### config.mk
export PLATFORM = sky130hd
export DESIGN_NAME = bitband_bridge
export DESIGN_NICKNAME = d
export VERILOG_FILES = /design/src/rtl/bb_pkg.sv /design/src/rtl/bb_decode.sv /design/src/rtl/bb_bitops.sv /design/src/rtl/bitband_bridge.sv
export SDC_FILE = /design/constraint.sdc
export NUM_CORES = 1
export LEC_CHECK = 0
export ABC_AREA = 0
export BUFFER_PORTS_ARGS = -buffer_cell sky130_fd_sc_hd__buf_4
export CAP_MARGIN = 20
export CORE_AREA = 5 5 131 133
export DETAILED_ROUTE_END_ITERATION = 8
export DIE_AREA = 0 0 136 138
export PLACE_DENSITY = 0.76
export SYNTH_ARGS = -nofsm -noshare
export SYNTH_HDL_FRONTEND = slang
export SYNTH_SLANG_ARGS = --single-unit
### constraint.sdc
create_clock -name clk -period 2.1 [get_ports clk]
set_clock_uncertainty 0.1 [all_clocks]
set_input_delay 0.315 -clock clk [delete_from_list [all_inputs] [get_ports clk]]
set_output_delay 0.315 -clock clk [all_outputs]
set_load 0.05 [all_outputs]
### src/rtl/bb_pkg.sv
package bb_pkg;

  localparam int NUM_WIN  = 2;
  localparam int WIN_LOG2 = 25;

  localparam logic [NUM_WIN-1:0][31:0] ALIAS_BASE = {32'h4200_0000, 32'h2200_0000};
  localparam logic [NUM_WIN-1:0][31:0] REAL_BASE  = {32'h4000_0000, 32'h2000_0000};

  typedef enum logic [2:0] {
    ST_IDLE,
    ST_REQ,
    ST_WAIT,
    ST_WB_REQ,
    ST_WB_WAIT
  } bb_state_e;

endpackage

### src/rtl/bb_decode.sv
module bb_decode
  import bb_pkg::*;
#(
  parameter int ADDR_W = 32,
  parameter int BIT_W  = 5
) (
  input  logic              enable,
  input  logic [ADDR_W-1:0] addr,
  input  logic [1:0]        size,
  output logic              hit,
  output logic [ADDR_W-1:0] xlat_addr,
  output logic [BIT_W-1:0]  bitpos
);
  localparam int SHIFT = BIT_W;

  logic [NUM_WIN-1:0]             match;
  logic [NUM_WIN-1:0][ADDR_W-1:0] cand;
  logic [ADDR_W-1:0]              real_addr;
  logic [ADDR_W-1:0]              align_mask;
  logic [BIT_W-1:0]               raw_pos;

  for (genvar w = 0; w < NUM_WIN; w++) begin : g_win
    assign match[w] = enable &&
      (addr[ADDR_W-1:WIN_LOG2] == ALIAS_BASE[w][ADDR_W-1:WIN_LOG2]);
    assign cand[w]  = REAL_BASE[w][ADDR_W-1:0] |
      ADDR_W'(addr[WIN_LOG2-1:0] >> SHIFT);
  end

  always_comb begin
    real_addr = '0;
    for (int w = 0; w < NUM_WIN; w++) begin
      if (match[w]) real_addr = cand[w];
    end
  end

  assign raw_pos = addr[BIT_W+1:2];

  always_comb begin
    case (size)
      2'd0: begin
        align_mask = '1;
        bitpos     = raw_pos & BIT_W'(7);
      end
      2'd1: begin
        align_mask = ~ADDR_W'(1);
        bitpos     = raw_pos & BIT_W'(15);
      end
      default: begin
        align_mask = ~ADDR_W'(3);
        bitpos     = raw_pos;
      end
    endcase
  end

  assign hit       = |match;
  assign xlat_addr = real_addr & align_mask;

endmodule

### src/rtl/bb_bitops.sv
module bb_bitops #(
  parameter int DATA_W = 32,
  parameter int BIT_W  = 5
) (
  input  logic [DATA_W-1:0] src,
  input  logic [BIT_W-1:0]  bitpos,
  input  logic              set_val,
  output logic              bit_out,
  output logic [DATA_W-1:0] wb_data
);
  for (genvar i = 0; i < DATA_W; i++) begin : g_bit
    assign wb_data[i] = (bitpos == BIT_W'(i)) ? set_val : src[i];
  end

  assign bit_out = src[bitpos];

endmodule

### src/rtl/bitband_bridge.sv
module bitband_bridge
  import bb_pkg::*;
#(
  parameter int ADDR_W = 32,
  parameter int DATA_W = 32
) (
  input  logic              clk,
  input  logic              rst_n,
  input  logic              alias_en,
  input  logic              cpu_req_valid,
  output logic              cpu_req_ready,
  input  logic              cpu_req_write,
  input  logic [ADDR_W-1:0] cpu_req_addr,
  input  logic [1:0]        cpu_req_size,
  input  logic [DATA_W-1:0] cpu_req_wdata,
  output logic              cpu_rsp_valid,
  output logic [DATA_W-1:0] cpu_rsp_rdata,
  output logic              cpu_rsp_err,
  output logic              mem_req_valid,
  input  logic              mem_req_ready,
  output logic              mem_req_write,
  output logic [ADDR_W-1:0] mem_req_addr,
  output logic [1:0]        mem_req_size,
  output logic [DATA_W-1:0] mem_req_wdata,
  input  logic              mem_rsp_valid,
  input  logic [DATA_W-1:0] mem_rsp_rdata,
  input  logic              mem_rsp_err
);
  localparam int BIT_W = $clog2(DATA_W);

  bb_state_e         state_q, state_d;
  logic              write_q, alias_q;
  logic [1:0]        size_q;
  logic [ADDR_W-1:0] maddr_q;
  logic [DATA_W-1:0] wdata_q, hold_q;
  logic [BIT_W-1:0]  bitpos_q;
  logic              rsp_valid_q, rsp_err_q, rsp_err_d;
  logic [DATA_W-1:0] rsp_rdata_q, rsp_rdata_d;
  logic              accept, done, hold_en;

  logic              dec_hit;
  logic [ADDR_W-1:0] dec_addr;
  logic [BIT_W-1:0]  dec_bitpos;
  logic [DATA_W-1:0] bit_src, wb_data;
  logic              sel_bit;

  bb_decode #(.ADDR_W(ADDR_W), .BIT_W(BIT_W)) u_decode (
    .enable    (alias_en),
    .addr      (cpu_req_addr),
    .size      (cpu_req_size),
    .hit       (dec_hit),
    .xlat_addr (dec_addr),
    .bitpos    (dec_bitpos)
  );

  assign bit_src = (state_q == ST_WAIT) ? mem_rsp_rdata : hold_q;

  bb_bitops #(.DATA_W(DATA_W), .BIT_W(BIT_W)) u_bitops (
    .src     (bit_src),
    .bitpos  (bitpos_q),
    .set_val (wdata_q[0]),
    .bit_out (sel_bit),
    .wb_data (wb_data)
  );

  assign cpu_req_ready = (state_q == ST_IDLE);
  assign accept        = cpu_req_valid && cpu_req_ready;

  // next state and response
  always_comb begin
    state_d     = state_q;
    done        = 1'b0;
    hold_en     = 1'b0;
    rsp_rdata_d = '0;
    rsp_err_d   = 1'b0;
    case (state_q)
      ST_IDLE: begin
        if (accept) state_d = ST_REQ;
      end
      ST_REQ: begin
        if (mem_req_ready) state_d = ST_WAIT;
      end
      ST_WAIT: begin
        if (mem_rsp_valid) begin
          if (!alias_q) begin
            done        = 1'b1;
            rsp_rdata_d = mem_rsp_rdata;
            rsp_err_d   = mem_rsp_err;
          end else if (mem_rsp_err) begin
            done      = 1'b1;
            rsp_err_d = 1'b1;
          end else if (!write_q) begin
            done        = 1'b1;
            rsp_rdata_d = DATA_W'(sel_bit);
          end else begin
            hold_en = 1'b1;
            state_d = ST_WB_REQ;
          end
          if (done) state_d = ST_IDLE;
        end
      end
      ST_WB_REQ: begin
        if (mem_req_ready) state_d = ST_WB_WAIT;
      end
      ST_WB_WAIT: begin
        if (mem_rsp_valid) begin
          done      = 1'b1;
          rsp_err_d = mem_rsp_err;
          state_d   = ST_IDLE;
        end
      end
      default: state_d = ST_IDLE;
    endcase
  end

  always_ff @(posedge clk or negedge rst_n) begin
    if (!rst_n) state_q <= ST_IDLE;
    else        state_q <= state_d;
  end

  always_ff @(posedge clk or negedge rst_n) begin
    if (!rst_n) begin
      write_q  <= 1'b0;
      alias_q  <= 1'b0;
      size_q   <= '0;
      maddr_q  <= '0;
      wdata_q  <= '0;
      bitpos_q <= '0;
    end else if (accept) begin
      write_q  <= cpu_req_write;
      alias_q  <= dec_hit;
      size_q   <= cpu_req_size;
      maddr_q  <= dec_hit ? dec_addr : cpu_req_addr;
      wdata_q  <= cpu_req_wdata;
      bitpos_q <= dec_bitpos;
    end
  end

  always_ff @(posedge clk or negedge rst_n) begin
    if (!rst_n)       hold_q <= '0;
    else if (hold_en) hold_q <= mem_rsp_rdata;
  end

  always_ff @(posedge clk or negedge rst_n) begin
    if (!rst_n) rsp_valid_q <= 1'b0;
    else        rsp_valid_q <= done;
  end

  always_ff @(posedge clk or negedge rst_n) begin
    if (!rst_n) begin
      rsp_rdata_q <= '0;
      rsp_err_q   <= 1'b0;
    end else if (done) begin
      rsp_rdata_q <= rsp_rdata_d;
      rsp_err_q   <= rsp_err_d;
    end
  end

  assign cpu_rsp_valid = rsp_valid_q;
  assign cpu_rsp_rdata = rsp_rdata_q;
  assign cpu_rsp_err   = rsp_err_q;

  assign mem_req_valid = (state_q == ST_REQ) || (state_q == ST_WB_REQ);
  assign mem_req_write = (state_q == ST_WB_REQ) ||
                         ((state_q == ST_REQ) && write_q && !alias_q);
  assign mem_req_addr  = maddr_q;
  assign mem_req_size  = size_q;
  assign mem_req_wdata = (state_q == ST_WB_REQ) ? wb_data : wdata_q;

endmodule

Word level (Yosys, flattened, before mapping) --
Index checks and enable logic that the tools add are counted.
Word-level totals: register bits 142, input port bits 106, logic and storage cells 146
Cells by class: $lt $le $gt $ge 1, equality and inequality tests 46, multiplexer cells 74, bitwise gates (word level) 1, reductions and logical operators 13
Operators by type and width (number):
- $mux 32 | 7
- $eq 5x5->1 const B | 16
- $mux 1 | 51
- $eq 5x4->1 const B | 8
- $and 32x32->32 | 1
- $mux 30 | 1
- $mux 3 | 9
- $eq 5x3->1 const B | 4
- $pmux 3 s5 | 1
- $eq 5x2->1 const B | 2
- $pmux 5 s2 | 1
- $ne 3x2->1 const B | 3
- $ne 2x2->1 const B | 4
- $reduce_and 8->1 | 1
- $eq 7x5->1 const B | 1
- $eq 7x6->1 const B | 1
- $eq 3x2->1 const B | 2
- $lt 5x6->1 const B | 1
- $bmux 1 s5 | 1
- $eq 5x1->1 const B | 1
- $logic_and 1x1->1 | 5
- $logic_not 5->1 | 1
- $pmux 1 s2 | 2
- $pmux 2 s2 | 1
- 9 further kinds | 10

Longest topological paths before layout --
Gate-level depths: netlist of run 1.
word-level depth 9, depth in mapped cells 10

Modules after synthesis --
A second synthesis of run 1 with hierarchy kept.
Unflattened totals: cell total of the unflattened synthesis 690, area, all modules 8000.2 um^2
Modules (own cells, without submodules):
- bitband_bridge | times used 1, cells each 539, area each 6633.9 um^2, sequential area each 3553.4 um^2
- bb_bitops | times used 1, cells each 99, area each 874.6 um^2, sequential area each 0.0 um^2
- bb_decode | times used 1, cells each 52, area each 491.7 um^2, sequential area each 0.0 um^2

Least setup slack after synthesis of run 1 --
No wires, ideal clock.
path type register to output, start register state_q[0], end output port mem_req_wdata[26], arrival 2.651 ns, setup slack -0.966 ns, cell stages (with the launch flop) 11, path through dfrtp_1 clkbuf_8 nor3b_4 buf_6 buf_6 buf_4 buf_6 mux2i_1 o21ai_0 o31ai_1 o21ai_0
On the way: word-level cells in the longest chain between the ends 4, elaborated cells on any way between the ends 5, those cells by class eq/ne (2); mux (3)
Ends and longest elaborated chain:
- from (decl) | line bitband_bridge.sv:31 | bb_state_e state_q, state_d;
- from (signal assigned) | line bitband_bridge.sv:118 | else state_q <= state_d;
- $eq 3x2->1 | line bitband_bridge.sv:56 | assign bit_src = (state_q == ST_WAIT) ? mem_rsp_rdata : hold_q;
- $mux 32 | line bitband_bridge.sv:56
- $mux 1 | line bb_bitops.sv:12 | assign wb_data[i] = (bitpos == BIT_W'(i)) ? set_val : src[i];
- $mux 32 * | line bitband_bridge.sv:168 | assign mem_req_wdata = (state_q == ST_WB_REQ) ? wb_data : wdata_q;
- to (decl) | line bitband_bridge.sv:24 | output logic [DATA_W-1:0] mem_req_wdata,
Every way passes the cells marked *; elsewhere a longest branch is shown, timed or not.

Worst setup path in the final report of run 1 --
start register state_q[0], end output port mem_req_wdata[19]
Same word-level chain as after synthesis.

==> metrics.cfg, run 1 <==
[global_route]
grt_antenna_before_repair = 0
grt_pass1_vias = 7308
grt_usage_pct = 26.8
grt_max_degree = 96
grt-ovfl-total = 0
grt_pass1_wl_microns = 39700

[power]
p_leak_nw = 5.76
power.switching_mw = 9.51
power_frac_comb_pct = 61.6
vdd.ir_drop.worst_mv = 1.32
clkPwrFrac_pct = 16.4
powerDensity_mw_per_mm2 = 1640
intPower_mw = 10.2
swShare_pct = 48.3
total_power_mw = 19.7
sequentialPowerShare_pct = 22.0

[worst_setup_path]
cpLargestDelayFamily = buffers and inverters
cp_cell_sequence = nor3b_4, buf_6, buf_12, mux2i_1, o21ai_0, o21ai_1, o21ai_4, buf_4
slowest_stage = dfrtp_1
reg2reg_to = cpu_rsp_rdata[0]
r2r_cells = 10
crit_type = reg -> out
setup.worst_path.start_class = flip-flop
critPathBufInv = 3
crit_cells = 8
reg2reg_slack_ns = -0.40
worstSetupStartpoint = state_q[0]
end_kind = primary output
arrival_ns = 2.42
slowest_delay_ns = 0.41
crit_fanout = 12
reg2reg_from = state_q[0]
crit_end = mem_req_wdata[19]
crit_required_ns = 1.68

[clock_tree]
cts-root-to-sink-buffers = 2
clk_pin_slew_ns = 0.06
cts_num_sinks = 142
numCtsBuffers = 17
cts-root-buf = clkbuf_16
insertion_delay_ns = 0.43
htreeDepth = 4
cts_tree = yes

[run_status]
status = complete, but fails checks
violations = setup timing

[route]
dr.pass1.iters = 6
routedWlPerCell_microns = 20.9
vias = 7591
totalWireLength_microns = 27900
ant_nets = 0
drcViolationCount = 0
via_per_inst = 5.68
drt-initial-drc-count = 648

[worst_hold_path]
hold_path.class = in -> reg

[synth]
synth_top_area_share_pct = 47.6
syn_avg_cell_area_sq_um = 9.24
synth_edf_count = 0
netlist_instances = 808
yosysTopAreaCell = dfrtp_1
ys_seq_elements = 142
yosysMostFrequentCell = nand2_1
ys_seq_area_share_pct = 47.6
async_flop_share_pct = 100
ys_top_cells_by_count = nand2_1 (274), dfrtp_1 (142), o21ai_0 (109)
synthFlopType = dfrtp_1
yosysWarnings = 0
syn_area_sq_mm = 0.00747
synth_area_leaders = dfrtp_1 (48%), nand2_1 (14%), o21ai_0 (7.3%)
syn_nets = 914
synthDistinctLibCells = 56

[finish]
num_antenna_cells = 0
areaGrowthSynthToFinish_pct = 60.7
fin_util_pct = 76.3
fin_cells = 1337
nNetsFinal = 1215
n_fill_cell = 906
drive_gt1_share_pct = 44.9

[sta]
hold_viol = 0
fin_crit_sh_pct = 135
max_freq_mhz = 352
final-setup-viol-count = 35
min_period_ns = 2.84
setup_tns_ns = -17.26
drv_slew = 0
grt_setup_unrepaired = yes
fin_ws_ns = -0.737
tightest_slew_ns = 0.450
slew_headroom_pct = 70.0

[die]
core_area_sq_mm = 0.0157
initial_core_util_pct = 47.5
num_rows = 46
die_h_microns = 138
fp.dieW_microns = 136
num_io_pins = 209
fp.dieArea_sq_mm = 0.0188

[place]
place_congestion = 0.874
port-buffer-count = 208
dp.cells = 1228
place_ws_ns = -0.309
dpl.hpwl_microns = 16500

[run]
cap_viol_max_count = 0

metal layers:
layer  up-vias  GRT usage, %  wire length (microns)
met5         -             0                      0
met4         0          10.6                   1270
met3       114          8.20                   2860
met2       475          40.4                  13200
met1      3662          36.2                  10600
li1       3340             -                      -
power groups by stage:
| stage | Clock, mW | Sequential [mW] | Combinational (mW) |
|---|---|---|---|
| floorplan | 0 | 6.27 | 5.06 |
| global placement | 0 | 4.26 | 9.96 |
| detailed placement | 0 | 4.30 | 10.1 |
| CTS | 3.25 | 4.28 | 11.2 |
| global route | 3.37 | 4.43 | 12.7 |
| finish | 3.23 | 4.33 | 12.1 |
worst min-delay path by stage:
stage          slack, ns              from  cells past startpoint                to
2_1_floorplan      -0.08             rst_n                      0           alias_q
3_3_place_gp        0.17             rst_n                      1  mem_req_addr[23]
3_5_place_dp        0.17             rst_n                      1  mem_req_addr[23]
4_1_cts            0.002  cpu_req_wdata[0]                      3        wdata_q[0]
5_1_grt             0.02  cpu_req_addr[21]                      3  mem_req_addr[21]
6_report            0.01  cpu_req_addr[21]                      3  mem_req_addr[21]
worst reg2reg max path, cell delays in order (launching register included):
cell	delay [ns]
dfrtp_1	0.41
nor3b_4	0.20
buf_6	0.17
buf_12	0.12
clkbuf_16	0.14
buf_4	0.10
mux4_1	0.56
mux2i_1	0.22
o21ai_0	0.10
a31oi_1	0.17
o21ai_1	0.09
flip-flops by register name, summed over array words and instances (netlist names):
name           flops
write_q            1
cpu_rsp_valid      1
alias_q            1
bitpos_q           5
cpu_rsp_err        1
hold_q            32
wdata_q           32
mem_req_size       2
mem_req_addr      32
state_q            3
cpu_rsp_rdata     32
through the flow:
stage          hold slack [ns]  area [sq um]
2_1_floorplan          -0.0806          7850
3_3_place_gp             0.171          9860
3_5_place_dp             0.170          9860
4_1_cts                0.00245         11500
5_1_grt                 0.0225         12000
6_report                0.0133         12000
cell usage in the layout, fill, tap and decap left out, drive strengths merged, types with 10 or more instances in the layout:
| master | n |
|---|---|
| dfrtp | 142 |
| nand2 | 274 |
| nand3 | 10 |
| o21ai | 111 |
| mux4 | 11 |
| a21oi | 12 |
| dlygate4sd3 | 43 |
| mux2 | 39 |
| nor2 | 29 |
| clkbuf | 24 |
| mux2i | 53 |
| buf | 297 |
kinds of logic after synthesis:
group	synth area share, %
compound gates	10.5
xor+xnor	0.235
buf+inv	5.21
flops	47.6
mux	16.6
simple gates	19.9
area by class of cell:
cell class	count	area [sq um]	area share [%]
Multi-Input combinational cell	602	4370	36.5
Clock buffer	21	460	3.84
Inverter	3	11.3	0.0939
Tap cell	216	270	2.25
Clock inverter	10	161	1.35
Timing Repair Buffer	343	3160	26.4
Sequential cell	142	3560	29.6
what timing repair did:
item	in CTS	in global routing
setup endpoints to repair	33	40
cloned	2	5
buffers inserted	14	16
hold buffers	42	1
resized for setup	121	62
hold endpoints to repair	80	1
pin swaps	11	4
Note: power is estimated with default switching activity, not from simulation.
==> run 2: changes to the inputs <==
CORE_AREA = 5 5 130 132   (was 5 5 131 133)
CTS_BUF_LIST = sky130_fd_sc_hd__clkbuf_8   (was default)
CTS_CLUSTER_SIZE = 12   (was default)
DIE_AREA = 0 0 135 137   (was 0 0 136 138)
PLACE_DENSITY = 0.78   (was 0.76)
REMOVE_ABC_BUFFERS = 1   (was default)
==> run 2 against run 1 <==
The flow still finishes with violations (setup timing). Via count shrank 2.4%. Global-route usage decreased by 0.83 points. Final cell count rose by 2.2%. Flip-flop and latch count unchanged. Register-to-register slack worse by 0.09 ns. Worst hold slack improved by 0.0081 ns. Core utilization down 3.5 points. Routed wire length fell by 9.7%. Clock-buffer cell count down 1. Critical path type unchanged.
==> metrics.cfg, run 2 (synthesized netlist as in run 1, its figures left out) <==
[place]
port-buffer-count = 208  ; unchanged
dpl.hpwl_microns = 15900  ; -3.2%
place_congestion = 0.907  ; +3.8%

[worst_setup_path]
reg2reg_slack_ns = -0.49  ; -0.09 ns
arrival_ns = 2.29  ; -0.13 ns
worstSetupStartpoint = state_q[2]
r2r_cells = 11  ; +1
setup.worst_path.start_class = flip-flop
reg2reg_from = state_q[2]
cp_cell_sequence = nor3b_4, buf_12, buf_4, mux2i_1, o21ai_1, o31ai_1, o21ai_1, buf_4, buf_6
crit_type = reg -> out
crit_required_ns = 1.68  ; about the same
reg2reg_to = cpu_rsp_rdata[0]
slowest_stage = dfrtp_1
slowest_delay_ns = 0.41  ; about the same
end_kind = primary output
crit_fanout = 8  ; -4

[clock_tree]
clk_pin_slew_ns = 0.08  ; +0.02 ns
cts_tree = yes
htreeDepth = 4  ; unchanged
cts-root-buf = clkbuf_8
insertion_delay_ns = 0.46  ; +0.03 ns
numCtsBuffers = 17  ; unchanged
cts-root-to-sink-buffers = 2  ; unchanged
cts_num_sinks = 142  ; unchanged

[route]
drt-initial-drc-count = 571  ; -12%
totalWireLength_microns = 25200  ; -9.7%
drcViolationCount = 0  ; unchanged
via_per_inst = 5.43  ; -4.4%
ant_nets = 0  ; unchanged
routedWlPerCell_microns = 18.5  ; -12%
vias = 7411  ; -2.4%
dr.pass1.iters = 5  ; -1

[global_route]
grt_max_degree = 69  ; -28%
grt-ovfl-total = 0  ; unchanged
grt_pass1_vias = 7327  ; +0.26%
grt_pass1_wl_microns = 37700  ; -4.9%
grt_usage_pct = 25.9  ; -0.83 points
grt_antenna_before_repair = 0  ; unchanged

[finish]
num_antenna_cells = 0  ; unchanged
multi_input_area_sq_mm = 0.00380  ; -13%
mostFrequentLayoutCell = nand2_1
nNetsFinal = 1243  ; +2.3%
n_fill_cell = 1066  ; +18%
mostFrequentLayoutCells = nand2_1 (271), buf_4 (243), dfrtp_1 (142)
areaGrowthSynthToFinish_pct = 52.2
drive_gt1_share_pct = 37.8  ; -7.0 points
seqCellArea_sq_mm = 0.00355  ; about the same

[sta]
slew_headroom_pct = 73.8  ; +3.8 points
grt_setup_unrepaired = yes
min_period_ns = 2.70  ; -0.133 ns
fin_ws_ns = -0.605  ; +0.133 ns
holdWs_ns = 0.0214  ; +0.00807 ns
drv_slew = 0  ; unchanged
max_freq_mhz = 370  ; +4.9%
fin_crit_sh_pct = 129  ; -6.3 points
tightest_slew_ns = 0.394  ; -0.0565 ns
hold_viol = 0  ; unchanged
final-setup-viol-count = 34  ; -2.9%

[power]
p_leak_nw = 5.61  ; -2.7%
vdd.ir_drop.worst_mv = 0.919  ; -30%
powerDensity_mw_per_mm2 = 1550  ; -5.6%
total_power_mw = 17.6  ; -11%

[die]
fp.dieW_microns = 135  ; -0.74%
fp.dieArea_sq_mm = 0.0185  ; -1.5%
core_area_sq_mm = 0.0156  ; -0.73%
num_io_pins = 209  ; unchanged
die_h_microns = 137  ; -0.72%
num_rows = 46  ; unchanged
initial_core_util_pct = 47.9  ; +0.35 points

[worst_hold_path]
hold_path_depth = 2  ; -1
hold_path.class = in -> reg
hold-path-endpoint = hold_q[8]
hold_start = mem_rsp_rdata[8]

[run]
cap_viol_max_count = 0  ; unchanged

[run_status]
status = complete, but fails checks
violations = setup timing

[run 2: cell types whose count changed in the layout (fill, tap and decap cells not counted), sizes merged]
cell         delta
buf             +4
clkbuf          -4
clkinv          -3
dlygate4sd3    +27
bufinv          -1
inv             +1
clkinvlp        +5
[run 2: how the worst max path moves through the flow]
| stage | endpoint | slack (ns) |
|---|---|---|
| final | mem_req_wdata[22] | -0.60 |
| after global routing | mem_req_wdata[22] | -0.69 |
| after CTS | mem_req_wdata[19] | -0.54 |
| after detailed placement | cpu_rsp_rdata[0] | -0.19 |
| after global placement | cpu_rsp_rdata[0] | -0.16 |
| after floorplan | hold_q[0] | -1.98 |
[run 2: critical path, delay by kind of cell, from the launching register on]
| family | cells | cell delay (ns) |
|---|---|---|
| AOI/OAI and AO/OA | 3 | 0.30 |
| muxes | 1 | 0.22 |
| and+or+nand+nor | 1 | 0.27 |
| DFF | 1 | 0.41 |
| buffers and inverters | 4 | 0.61 |
[run 2: routing by layer]
metal / up-vias / track usage [%] / wire length [microns]
li1: 3409 / - / -
met1: 3585 / 31.8 / 9830
met2: 348 / 44.2 / 12500
met3: 69 / 6.51 / 2090
met4: 0 / 10.3 / 798
met5: - / 0 / 0
[run 2: repair_timing]
action,CTS,global route
gates resized for setup,121,57
setup endpoints to repair,34,82
hold buffers,70,0
cloned,2,1
pin swaps,17,17
setup buffers,16,8
endpoints found under the hold margin,210,0
[run 2: final cells by class]
type                    count  share of cell area (%)
flip-flops and latches    142                    31.3
well taps                 216                    2.38
inverters                   3                  0.0991
multi-input cells         602                    33.4
clock buffers              20                    2.42
clock inverters            12                    1.40
repair buffers            371                    29.0
[run 2: metrics by stage]
step | TNS, ns | std cells | utilization (%) | instance area [sq um] | setup slack (ns)
final | -15.81 | 1366 | 72.9 | 11400 | -0.605
after global routing | -19.81 | 1366 | 72.9 | 11400 | -0.685
after CTS | -16.15 | 1359 | 71.5 | 11200 | -0.539
after detailed placement | -1.36 | 1240 | 61.2 | 9550 | -0.188
after global placement | -0.817 | 1240 | 61.2 | 9550 | -0.164
after floorplan | -191.44 | 747 | - | 7090 | -1.98
[run 2: power breakdown]
group          switching, mW  internal [mW]
registers              0.578           3.70
clock network           1.13           1.28
logic                   7.03           3.89
total                   8.74           8.87
